<file path="src/rtl/lin_state_ctrl.sv">
`timescale 1ns/1ps
module lin_state_ctrl #(
  parameter int BRK_BASE = 13,
  parameter int LEN_W    = 2
) (
  input  logic             clk,
  input  logic             rst_n,
  input  logic             cfg_wr,
  input  logic [1:0]       cfg_state,
  input  logic             cfg_master,
  input  logic [LEN_W-1:0] cfg_brk_len,
  input  logic             bit_tick,
  input  logic             rxd,
  input  logic             brk_det,
  input  logic             ab_done,
  input  logic             brk_start,
  output logic [1:0]       state,
  output logic             txd_brk,
  output logic             brk_done,
  output logic             state_chg
);
  localparam int CNT_W = $clog2(BRK_BASE + (1 << LEN_W));
  localparam logic [1:0] ST_SLEEP = 2'b00;
  localparam logic [1:0] ST_WAIT  = 2'b01;
  localparam logic [1:0] ST_AUTO  = 2'b10;
  localparam logic [1:0] ST_ACT   = 2'b11;

  logic [1:0]       state_q, state_d;
  logic             master_q;
  logic [LEN_W-1:0] len_q;
  logic             busy_q, done_q, chg_q;
  logic [CNT_W-1:0] cnt_q, lim_q;
  logic             brk_go, brk_end, brk_abort;

  always_comb begin
    state_d = state_q;
    if (cfg_wr)
      state_d = cfg_state;
    else if (!master_q) begin
      if (state_q == ST_WAIT && brk_det && !rxd)
        state_d = ST_AUTO;
      else if (state_q == ST_AUTO && ab_done)
        state_d = ST_ACT;
    end
  end

  assign brk_go    = brk_start && !busy_q && master_q && state_q == ST_ACT && state_d == ST_ACT;
  assign brk_abort = busy_q && state_d != ST_ACT;
  assign brk_end   = busy_q && bit_tick && cnt_q == lim_q && !brk_abort;

  always_ff @(posedge clk or negedge rst_n) begin
    if (!rst_n) begin
      state_q  <= ST_SLEEP;
      master_q <= 1'b0;
      len_q    <= '0;
      chg_q    <= 1'b0;
    end else begin
      state_q <= state_d;
      chg_q   <= state_d != state_q;
      if (cfg_wr) begin
        master_q <= cfg_master;
        len_q    <= cfg_brk_len;
      end
    end
  end

  always_ff @(posedge clk or negedge rst_n) begin
    if (!rst_n) begin
      busy_q <= 1'b0;
      done_q <= 1'b0;
      cnt_q  <= '0;
      lim_q  <= '0;
    end else begin
      done_q <= brk_end;
      if (brk_go) begin
        busy_q <= 1'b1;
        cnt_q  <= '0;
        lim_q  <= CNT_W'(BRK_BASE - 1) + CNT_W'(len_q);
      end else if (brk_abort || brk_end) begin
        busy_q <= 1'b0;
      end else if (busy_q && bit_tick) begin
        cnt_q <= cnt_q + 1'b1;
      end
    end
  end

  assign state     = state_q;
  assign txd_brk   = !busy_q;
  assign brk_done  = done_q;
  assign state_chg = chg_q;
endmodule

</file>
<file path="config.mk">
export PLATFORM = sky130hd
export DESIGN_NAME = lin_state_ctrl
export DESIGN_NICKNAME = d
export VERILOG_FILES = /design/src/rtl/lin_state_ctrl.sv
export SDC_FILE = /design/constraint.sdc
export NUM_CORES = 1
export LEC_CHECK = 0
export BUFFER_PORTS_ARGS = -buffer_cell sky130_fd_sc_hd__buf_2
export CORE_MARGIN = 4
export CORE_UTILIZATION = 45
export DETAILED_ROUTE_END_ITERATION = 10
export PLACE_DENSITY = 0.69
export SLEW_MARGIN = 20
export SYNTH_ARGS = -nofsm -noshare
export SYNTH_HDL_FRONTEND = slang
export SYNTH_SLANG_ARGS = --single-unit
</file>
<file path="constraint.sdc">
create_clock -name clk -period 2.9 [get_ports clk]
set_input_delay 0.435 -clock clk [delete_from_list [all_inputs] [get_ports clk]]
set_output_delay 0.435 -clock clk [all_outputs]
set_load 0.01 [all_outputs]
</file>
==> flow_summary.yaml, run 1 <==
power_and_ir_drop:
  powerDensity_mw_per_mm2: 529
  p_sw_mw: 0.132
  peakVddDrop_uv: 337
  p_sw_frac: 0.261
  power_frac_seq: 0.547
  clkPwrFrac: 0.278
  p_int_mw: 0.374
  p_leak_nw: 0.482
  comb_power_share: 0.175
die:
  die_h_microns: 50.5
  die_width_microns: 50.5
  boundaryPins: 18
  coreArea_sq_mm: 0.00173
  rows: 15
  start_util: 0.471
  dieArea_sq_mm: 0.00255
worst_hold_path:
  hp-class: "in2async"
global_route:
  grt_pass1_wl_mm: 2.66
  grt_max_degree: 17
  grt_pass1_vias: 608
  overflow: 0
  grt_usage: 0.139
  antenna_found_initial: 0
critical_path:
  worstSetupPathType: "reg2reg"
  r2r_slack_ps: 1170
  r2r_cells: 5
  timing.rr.start: "cnt_q[1]"
  critPathArrivalTime_ps: 1930
  crit_fanout: 5
  crit_required_ps: 3110
  cp-end-kind: "register"
  rr_endpoint: "cnt_q[4]"
  cp-start-kind: "register"
logic_synthesis:
  synth-async-reset-ratio: 1.00
  synth_area_sq_um: 813
  yosys-top-cells-area: "dfrtp_1 49%, mux2_2 6.9%, mux2i_1 4.9%"
  ys_ff_latch: 16
  ys_warn_count: 0
  syn_nets: 91
  synth_top_cell_by_area: "dfrtp_1"
  synth.distinct_cells: 29
  syn_inst: 77
  ys_seq_area_frac: 0.492
  yosys.area.top_type_share: 0.492
  syn_avg_cell_area_sq_um: 10.6
  synth_edf_count: 0
  synth_ff_type: "dfrtp_1"
sta:
  max-slew-margin-rel: 0.767
  rsz0062_at_grt: "false"
  hold_violations: 0
  finClkSkew_ps: 6.95
  fin_crit_ps: 1730
  setup_slack_ps: 1170
  finalSetupTns_ps: 0
  fin_crit_sh: 0.596
  worstMarginPinSlew_ps: 350
  setup_viol: 0
  max_freq_ghz: 0.579
  slew_viol_final: 0
route:
  via_per_inst: 5.07
  first_iter_violations: 11
  drt-pass1-iter-count: 4
  via_count: 613
  ant_nets: 0
  drc: 0
  routed_wl_mm: 1.48
  post_drt_wl_per_cell_microns: 12.3
clock_tree:
  clkTransAtPathRegs_ps: 90
  clock_sinks: 16
  cts_tree: "done"
  cts_buffers: 3
  cts_root_buf: "clkbuf_4"
  clock_path_buffers: 2
  htreeDepth: 1
  cts-hold-fix-buffers: 0
  postCtsSetupRepairBufs: 0
  clock_latency_ps: 280
  post_cts_resized: 0
finish:
  multi_input_area_sq_um: 395
  n_antenna_cell: 0
  seqCellArea_sq_um: 400
  num-nets-final: 111
  final_util: 0.554
  area_growth_pct: 17.5
  final_common_cell: "buf_2"
  fillers: 160
  layout-drive-gt1-share: 0.302
  final_cell_mix: "17 x buf_2, 16 x dfrtp_1, 9 x nand2_1"
outcome:
  status: "complete, no violations"
placed_design:
  io_buffers: 17
  pre_cts_ws_ps: 1130
  routabilityCongestion: 0.726
  dpl.hpwl_mm: 1.14
flow_run:
  cap_violations: 0
[cells by family after synthesis]
kind of cell               count (synthesis)  synth area share
and+or+nand+nor                           31             0.202
xor gates and xnor gates                   3            0.0323
AOI/OAI and AO/OA                         13             0.118
DFF                                       16             0.492
buffers and inverters                      4            0.0215
adders and majority gates                  1            0.0154
muxes                                      9             0.118
[routing by layer]
| layer | global-route usage | up-vias | wire [microns] | share of wire |
|---|---|---|---|---|
| li1 | - | 315 | - | - |
| met1 | 0.162 | 286 | 687 | 0.46 |
| met2 | 0.237 | 10 | 729 | 0.49 |
| met3 | 0.0534 | 2 | 54 | 0.036 |
| met4 | 0.0404 | 0 | 12 | 0.0081 |
| met5 | 0 | - | 0 | 0 |
[power groups by stage]
stage | Sequential (mW) | Combinational (mW) | Clock (mW)
6_report | 0.277 | 0.0884 | 0.141
2_1_floorplan | 0.277 | 0.0597 | 0
3_5_place_dp | 0.280 | 0.0891 | 0
4_1_cts | 0.277 | 0.0902 | 0.149
5_1_grt | 0.282 | 0.101 | 0.161
3_3_place_gp | 0.280 | 0.0872 | 0
[registers in the layout (all words and copies together) (netlist names)]
signal and cells:
cnt_q 5, busy_q 1, brk_done 1, lim_q 3, len_q 2, state_chg 1, master_q 1, state 2
[metrics by stage]
step	hold slack, ps	area [sq um]	instances	power, mW
after floorplan	139	813	77	0.337
after global placement	363	920	117	0.367
after detailed placement	363	920	117	0.369
after CTS	42.8	956	121	0.515
after global routing	54.8	956	121	0.543
final	44.4	956	121	0.506
[critical path: stages (launching register included)]
cell     delay, ps
dfrtp_1        420
xor2_1         180
or4_4          490
o21ba_4        250
nand4_1        110
mux2i_1        200
[worst max-delay path by stage]
| stage | from | endpoint | slack, ps | cells after the start |
|---|---|---|---|---|
| floorplan | cnt_q[1] | cnt_q[1] | 1270 | 4 |
| global placement | bit_tick | cnt_q[1] | 1160 | 5 |
| detailed placement | bit_tick | cnt_q[4] | 1130 | 6 |
| CTS | cnt_q[1] | cnt_q[4] | 1150 | 5 |
| global route | cnt_q[1] | cnt_q[2] | 1110 | 5 |
| finish | cnt_q[1] | cnt_q[4] | 1170 | 5 |
[synthesized netlist by cell type (all sizes together), types with 2 or more instances]
cell type	n
nand3	6
a21oi	2
and2	3
buf	2
dfrtp	16
nand2b	2
a21o	2
nor2b	2
nor2	3
nand2	9
xor2	2
mux2	5
and3	2
inv	2
o21ai	3
mux2i	4
[area by class of cell]
type                            instances  area share
Clock buffer                            4      0.0380
Timing Repair Buffer                   17      0.0890
Inverter                                2     0.00785
Tap cell                               25      0.0327
Sequential cell                        16       0.419
Multi-Input combinational cell         57       0.414
Power figures use the tool's default switching activity.
==> inputs of run 2 (changes only) <==
--- a/config.mk
+++ b/config.mk
@@ -5,6 +5,7 @@
 export SDC_FILE = /design/constraint.sdc
 export NUM_CORES = 1
 export LEC_CHECK = 0
+export ABC_AREA = 1
 export BUFFER_PORTS_ARGS = -buffer_cell sky130_fd_sc_hd__buf_2
 export CORE_MARGIN = 4
 export CORE_UTILIZATION = 45
==> constraint.sdc (replaced) <==
create_clock -name clk -period 1.6 [get_ports clk]
set_input_delay 0.24 -clock clk [delete_from_list [all_inputs] [get_ports clk]]
set_output_delay 0.24 -clock clk [all_outputs]
set_load 0.01 [all_outputs]
==> run 2 against run 1 <==
Net effect:
- clock-buffer cell count unchanged
- power up 83%
- maximum frequency up 17%
- cell count up 33%
- core utilization up 5.3 points
- global-route usage up 2.2 points
- synthesized area up 5.1%
- combinational power up 110%
- critical path depth up 5
- clock power up 89%
- largest power group unchanged
- highest routed layer unchanged
==> flow_summary.yaml, run 2 <==
placed_design:
  pre_cts_ws_ps: 82.3
  placed_cells: 153
  dpl.hpwl_mm: 1.29
  io_buffers: 17
  routabilityCongestion: 0.774
clock_tree:
  clock_path_buffers: 2
  htreeDepth: 1
  cts_tree: "done"
  clock_sinks: 16
  cts_buffers: 3
  cts_root_buf: "clkbuf_4"
  clock_latency_ps: 280
  clkTransAtPathRegs_ps: 90
sta:
  max_freq_ghz: 0.678
  fin_crit_sh: 0.922
  slew_viol_final: 0
  setup_slack_ps: 125
  hold_violations: 0
  max-slew-margin-rel: 0.768
  setup_viol: 0
  fin_crit_ps: 1470
  worstMarginPinSlew_ps: 348
  finClkSkew_ps: 0.397
logic_synthesis:
  synth.distinct_cells: 16
  yosys.area.top_type_share: 0.469
  synth-async-reset-ratio: 1.00
  synth_edf_count: 0
  synth_top_cell_by_area: "dfrtp_1"
  ys_warn_count: 0
  ys_ff_latch: 16
  yosysMostFrequentCell: "nand2_1"
  synth_ff_type: "dfrtp_1"
  syn_avg_cell_area_sq_um: 7.77
  syn_nets: 124
  yosys-top-cells-area: "dfrtp_1 47%, nand2_1 14%, inv_1 6.6%"
  synth_area_sq_um: 855
  synthTopCellsByCount: "32 x nand2_1, 16 x dfrtp_1, 15 x inv_1, 15 x nor2_1, 10 x nand3_1"
  ys_seq_area_frac: 0.469
  syn_inst: 110
power_and_ir_drop:
  powerDensity_mw_per_mm2: 865
  p_int_mw: 0.662
  p_sw_mw: 0.265
  p_sw_frac: 0.285
  clkPwrFrac: 0.288
  total_power_mw: 0.927
  power_frac_seq: 0.515
  comb_power_share: 0.197
  p_leak_nw: 0.616
  peakVddDrop_uv: 581
finish:
  layout-drive-gt1-share: 0.294
  instances_no_fill: 161
  top_regs: "cnt_q (5), lim_q (3)"
  largest_register: "cnt_q"
  final_cell_mix: "28 x nand2_1, 17 x buf_2, 15 x dfrtp_1"
  final_util: 0.607
  final_common_cell: "nand2_1"
  num-nets-final: 151
  largest_register_ffs: 5
  n_antenna_cell: 0
  area_growth_pct: 25.3
flow_run:
  cap_violations: 0
critical_path:
  cp-end-kind: "register"
  cp_num_buf_inv: 3
  crit_required_ps: 1790
  cp_cell_sequence: "inv_2 -> nor2_2 -> nand3_2 -> a21oi_4 -> nand3_2 -> buf_6 -> nand2_1 -> inv_1 -> nand3_1 -> nand2_1"
  timing.rr.start: "state[0]"
  crit_fanout: 10
  cp_top_family: "simple AND/OR/NAND/NOR gates"
  cp-start-kind: "register"
  critical-path-max-stage-delay_ps: 400
  crit_slowest_cell: "dfrtp_1"
  critPathArrivalTime_ps: 1660
  cp-startpoint: "state[0]"
  worstSetupPathType: "reg2reg"
global_route:
  grt_usage: 0.162
  grt_pass1_wl_mm: 3.15
  overflow: 0
  grt_max_degree: 17
  grt_pass1_vias: 735
  antenna_found_initial: 0
die:
  start_util: 0.484
  dieArea_sq_mm: 0.00266
  die_width_microns: 51.6
  boundaryPins: 18
  die_h_microns: 51.6
  coreArea_sq_mm: 0.00176
  rows: 15
route:
  via_count: 760
  via_per_inst: 4.72
  first_iter_violations: 14
  ant_nets: 0
  drt-pass1-iter-count: 4
  routed_wl_mm: 1.78
  post_drt_wl_per_cell_microns: 11.1
  drc: 0
outcome:
  status: "complete, no violations"
worst_hold_path:
  min_from: "cfg_brk_len[0]"
  hp-class: "in2reg"
run 2: cell types whose count changed after synthesis, moves of 2 or more:
cell	change
nand2_1	+23
inv_1	+13
nor2_1	+12
mux2_2	-5
mux2i_1	-4
nand3_1	+4
xor2_1	+4
and2_1	-3
o21ai_0	+3
a21o_1	-2
buf_2	-2
nand2b_1	-2
nor2b_1	-2
run 2: cell families after synthesis:
kind of cell | synth area share
buf+inv | 0.0791
flops | 0.469
fa+ha+maj | 0.0146
compound gates | 0.0791
simple gates | 0.297
xor+xnor | 0.0615
run 2: repair_timing:
action,4_1_cts,5_1_grt
buffers inserted,0,3
hold buffers,1,0
endpoints found under the setup margin,0,6
gates resized for setup,0,10
hold endpoints to repair,16,0
run 2: worst register-to-register path, cell delays in order (launching register included):
cell and delay, ps:
dfrtp_1 400, inv_2 70, nor2_2 110, nand3_2 100
a21oi_4 210, nand3_2 110, buf_6 150, nand2_1 60
inv_1 40, nand3_1 70, nand2_1 50
run 2: layout make-up:
| cell class | instances | area, sq um |
|---|---|---|
| clock buffers | 4 | 36.3 |
| repair buffers | 23 | 136 |
| well taps | 25 | 31.3 |
| flip-flops and latches | 16 | 402 |
| inverters | 15 | 56.3 |
| multi-input cells | 78 | 409 |
| fillers | 167 | 693 |
run 2: per-stage QoR:
step                      setup TNS, ps  hold WS (ps)  instance area (sq um)
final                                 0           152                   1070
after global routing              -65.0           169                   1070
after CTS                             0           147                   1020
after detailed placement              0           173                    975
after global placement                0           172                    975
after floorplan                       0         -55.6                    855
run 2: path summary, 6_finish.rpt:
| kind | endpoint | slack (ps) | cells past startpoint |
|---|---|---|---|
| worst max-delay path | cnt_q[3] | 130 | 10 |
| worst min-delay path | len_q[0] | 150 | 3 |
| worst max register to register | cnt_q[3] | 130 | 10 |
| worst min register to register | lim_q[2] | 510 | 2 |
| max in group asynchronous | state[1] | 940 | 2 |
| min in group asynchronous | state_chg | 390 | 2 |
run 2: routing by layer:
metal	global-route usage	vias up	wire length, microns
met3	0.0372	6	63
met2	0.254	16	879
met1	0.212	346	801
li1	-	392	-
met5	0	-	0
met4	0.0699	0	37
run 2: power groups by stage:
stage | Sequential [mW] | Combinational, mW | Clock (mW)
CTS | 0.475 | 0.160 | 0.277
finish | 0.477 | 0.183 | 0.267
global placement | 0.483 | 0.155 | 0
detailed placement | 0.484 | 0.158 | 0
floorplan | 0.485 | 0.0948 | 0
global route | 0.481 | 0.216 | 0.292
==> inputs of run 3 (changes only) <==
--- a/config.mk
+++ b/config.mk
@@ -5,7 +5,6 @@
 export SDC_FILE = /design/constraint.sdc
 export NUM_CORES = 1
 export LEC_CHECK = 0
-export ABC_AREA = 1
 export BUFFER_PORTS_ARGS = -buffer_cell sky130_fd_sc_hd__buf_2
 export CORE_MARGIN = 4
 export CORE_UTILIZATION = 45
==> run 3 against run 2 <==
Net effect:
- register-to-register slack got worse by 170 ps
- clock power decreased by 21%
- via count decreased by 18%
- largest cell class is now registers
- core utilization decreased by 3.1 points
- sequential power increased by 4%
- cell area decreased by 7.1%
- setup slack got worse by 170 ps
- the flow now finishes with violations (setup timing)
- sequential share of layout area increased by 2.8 points
- highest routed layer unchanged
- largest power group unchanged
- clock-buffer cell count decreased by 1
==> flow_summary.yaml, run 3 (synthesis results as in run 1) <==
placed_design:
  dpl.hpwl_mm: 1.20
  io_buffers: 17
  place_area_sq_um: 957
  routabilityCongestion: 0.760
  pre_cts_ws_ps: -27.1
  placed_cells: 122
outcome:
  violations: "setup timing"
  status: "complete, but fails checks"
critical_path:
  cp-end-kind: "register"
  r2r_cells: 5
  timing.rr.start: "cnt_q[1]"
  r2r_slack_ps: -50
  cp-start-kind: "register"
  crit_fanout: 5
  rr_endpoint: "cnt_q[4]"
  crit_required_ps: 1810
  worstSetupPathType: "reg2reg"
  critPathArrivalTime_ps: 1860
clock_tree:
  postCtsSetupRepairBufs: 0
  cts_buffers: 3
  clkTransAtPathRegs_ps: 90
  clock_sinks: 16
  clock_path_buffers: 2
  cts_tree: "done"
  cts_root_buf: "clkbuf_4"
  clock_latency_ps: 290
  htreeDepth: 1
die:
  coreArea_sq_mm: 0.00173
  dieArea_sq_mm: 0.00255
  start_util: 0.471
  boundaryPins: 18
  die_h_microns: 50.5
  rows: 15
  die_width_microns: 50.5
sta:
  hold_violations: 0
  finClkSkew_ps: 3.33
  slew_viol_final: 0
  setup_slack_ps: -46.4
  max-slew-margin-rel: 0.767
  rsz0062_at_grt: "true"
  fin_crit_sh: 1.03
  fin_crit_ps: 1650
  max_freq_ghz: 0.607
  worstMarginPinSlew_ps: 349
  setup_viol: 3
route:
  drt-pass1-iter-count: 3
  via_per_inst: 4.95
  drc: 0
  via_count: 624
  post_drt_wl_per_cell_microns: 11.8
  routed_wl_mm: 1.49
  first_iter_violations: 5
  ant_nets: 0
finish:
  largest_register: "cnt_q"
  fillers: 171
  final_cell_mix: "17 x buf_2, 16 x dfrtp_1, 9 x nand2_1"
  final_common_cell: "buf_2"
  layout-drive-gt1-share: 0.337
  seqCellArea_sq_um: 400
  num-nets-final: 117
  final_area_sq_um: 995
  largest_register_ffs: 5
  n_antenna_cell: 0
  top_regs: "cnt_q (5), lim_q (3)"
  multi_input_area_sq_um: 400
  instances_no_fill: 126
  area_growth_pct: 22.3
power_and_ir_drop:
  power_frac_seq: 0.560
  peakVddDrop_uv: 678
  clkPwrFrac: 0.238
  p_sw_frac: 0.281
  p_sw_mw: 0.249
  powerDensity_mw_per_mm2: 891
  comb_power_share: 0.202
  p_int_mw: 0.637
  p_leak_nw: 0.502
worst_hold_path:
  min_from: "cfg_master"
  hold_depth: 2
  hp-class: "in2reg"
  hold_end: "master_q"
global_route:
  grt_usage: 0.142
  grt_pass1_wl_mm: 2.77
  overflow: 0
  grt_max_degree: 17
  grt_pass1_vias: 672
  antenna_found_initial: 0
flow_run:
  cap_violations: 0
run 3: changes by cell type in the layout (fill, tap and decap cells not counted), sizes merged, moves of 3 or more:
cell / before / now
nand2: 33 / 9
nor2: 16 / 3
mux2: 0 / 5
o21ai: 6 / 3
and2: 0 / 3
inv: 15 / 2
nand3: 11 / 6
mux2i: 0 / 4
xor2: 6 / 2
run 3: power groups by stage:
stage / clock, mW / combinational [mW] / sequential [mW]
final: 0.211 / 0.179 / 0.496
after global routing: 0.235 / 0.202 / 0.504
after CTS: 0.216 / 0.181 / 0.497
after detailed placement: 0 / 0.179 / 0.505
after global placement: 0 / 0.171 / 0.501
after floorplan: 0 / 0.108 / 0.502
run 3: worst max-delay path, cell delays in order (launching register included):
cell	delay, ps
dfrtp_1	390
xor2_1	160
or4_4	490
o21ba_4	230
nand4_1	90
mux2i_1	200
run 3: cell type report:
cell class / count / area share
clock buffer: 3 / 0.0226
inverter: 2 / 0.00755
multi-input combinational: 57 / 0.403
sequential: 16 / 0.403
tap: 25 / 0.0314
timing repair buffer: 23 / 0.133
run 3: how the worst max path moves through the flow:
stage	startpoint	endpoint	slack (ps)	cells after the start
after floorplan	cnt_q[1]	cnt_q[1]	-3	4
after global placement	cnt_q[1]	cnt_q[4]	7	5
after detailed placement	cnt_q[1]	cnt_q[2]	-30	5
after CTS	cnt_q[1]	cnt_q[4]	-60	5
after global routing	cnt_q[1]	cnt_q[4]	-120	5
final	cnt_q[1]	cnt_q[4]	-50	5
run 3: per-layer routing:
layer  vias to the layer above  routed length, microns  GRT usage
met1                       288                     673      0.164
met2                        11                     746      0.246
met5                         -                       0          0
li1                        322                       -          -
met3                         3                      59     0.0534
met4                         0                      14     0.0404
run 3: repair_timing:
item | 4_1_cts | 5_1_grt
hold buffers | 1 | 0
pin swaps | 1 | 1
gates resized for setup | 0 | 1
gates cloned | 0 | 0
hold endpoints to repair | 16 | 0
endpoints found under the setup margin | 4 | 5
run 3: metrics by stage:
step	setup TNS [ps]	total power, mW	utilization	hold slack [ps]
2_1_floorplan	-3.03	0.610	-	-55.6
3_3_place_gp	0	0.673	0.554	164
3_5_place_dp	-57.7	0.684	0.554	169
4_1_cts	-104	0.893	0.573	170
5_1_grt	-443	0.940	0.576	176
6_report	-67.9	0.886	0.576	176
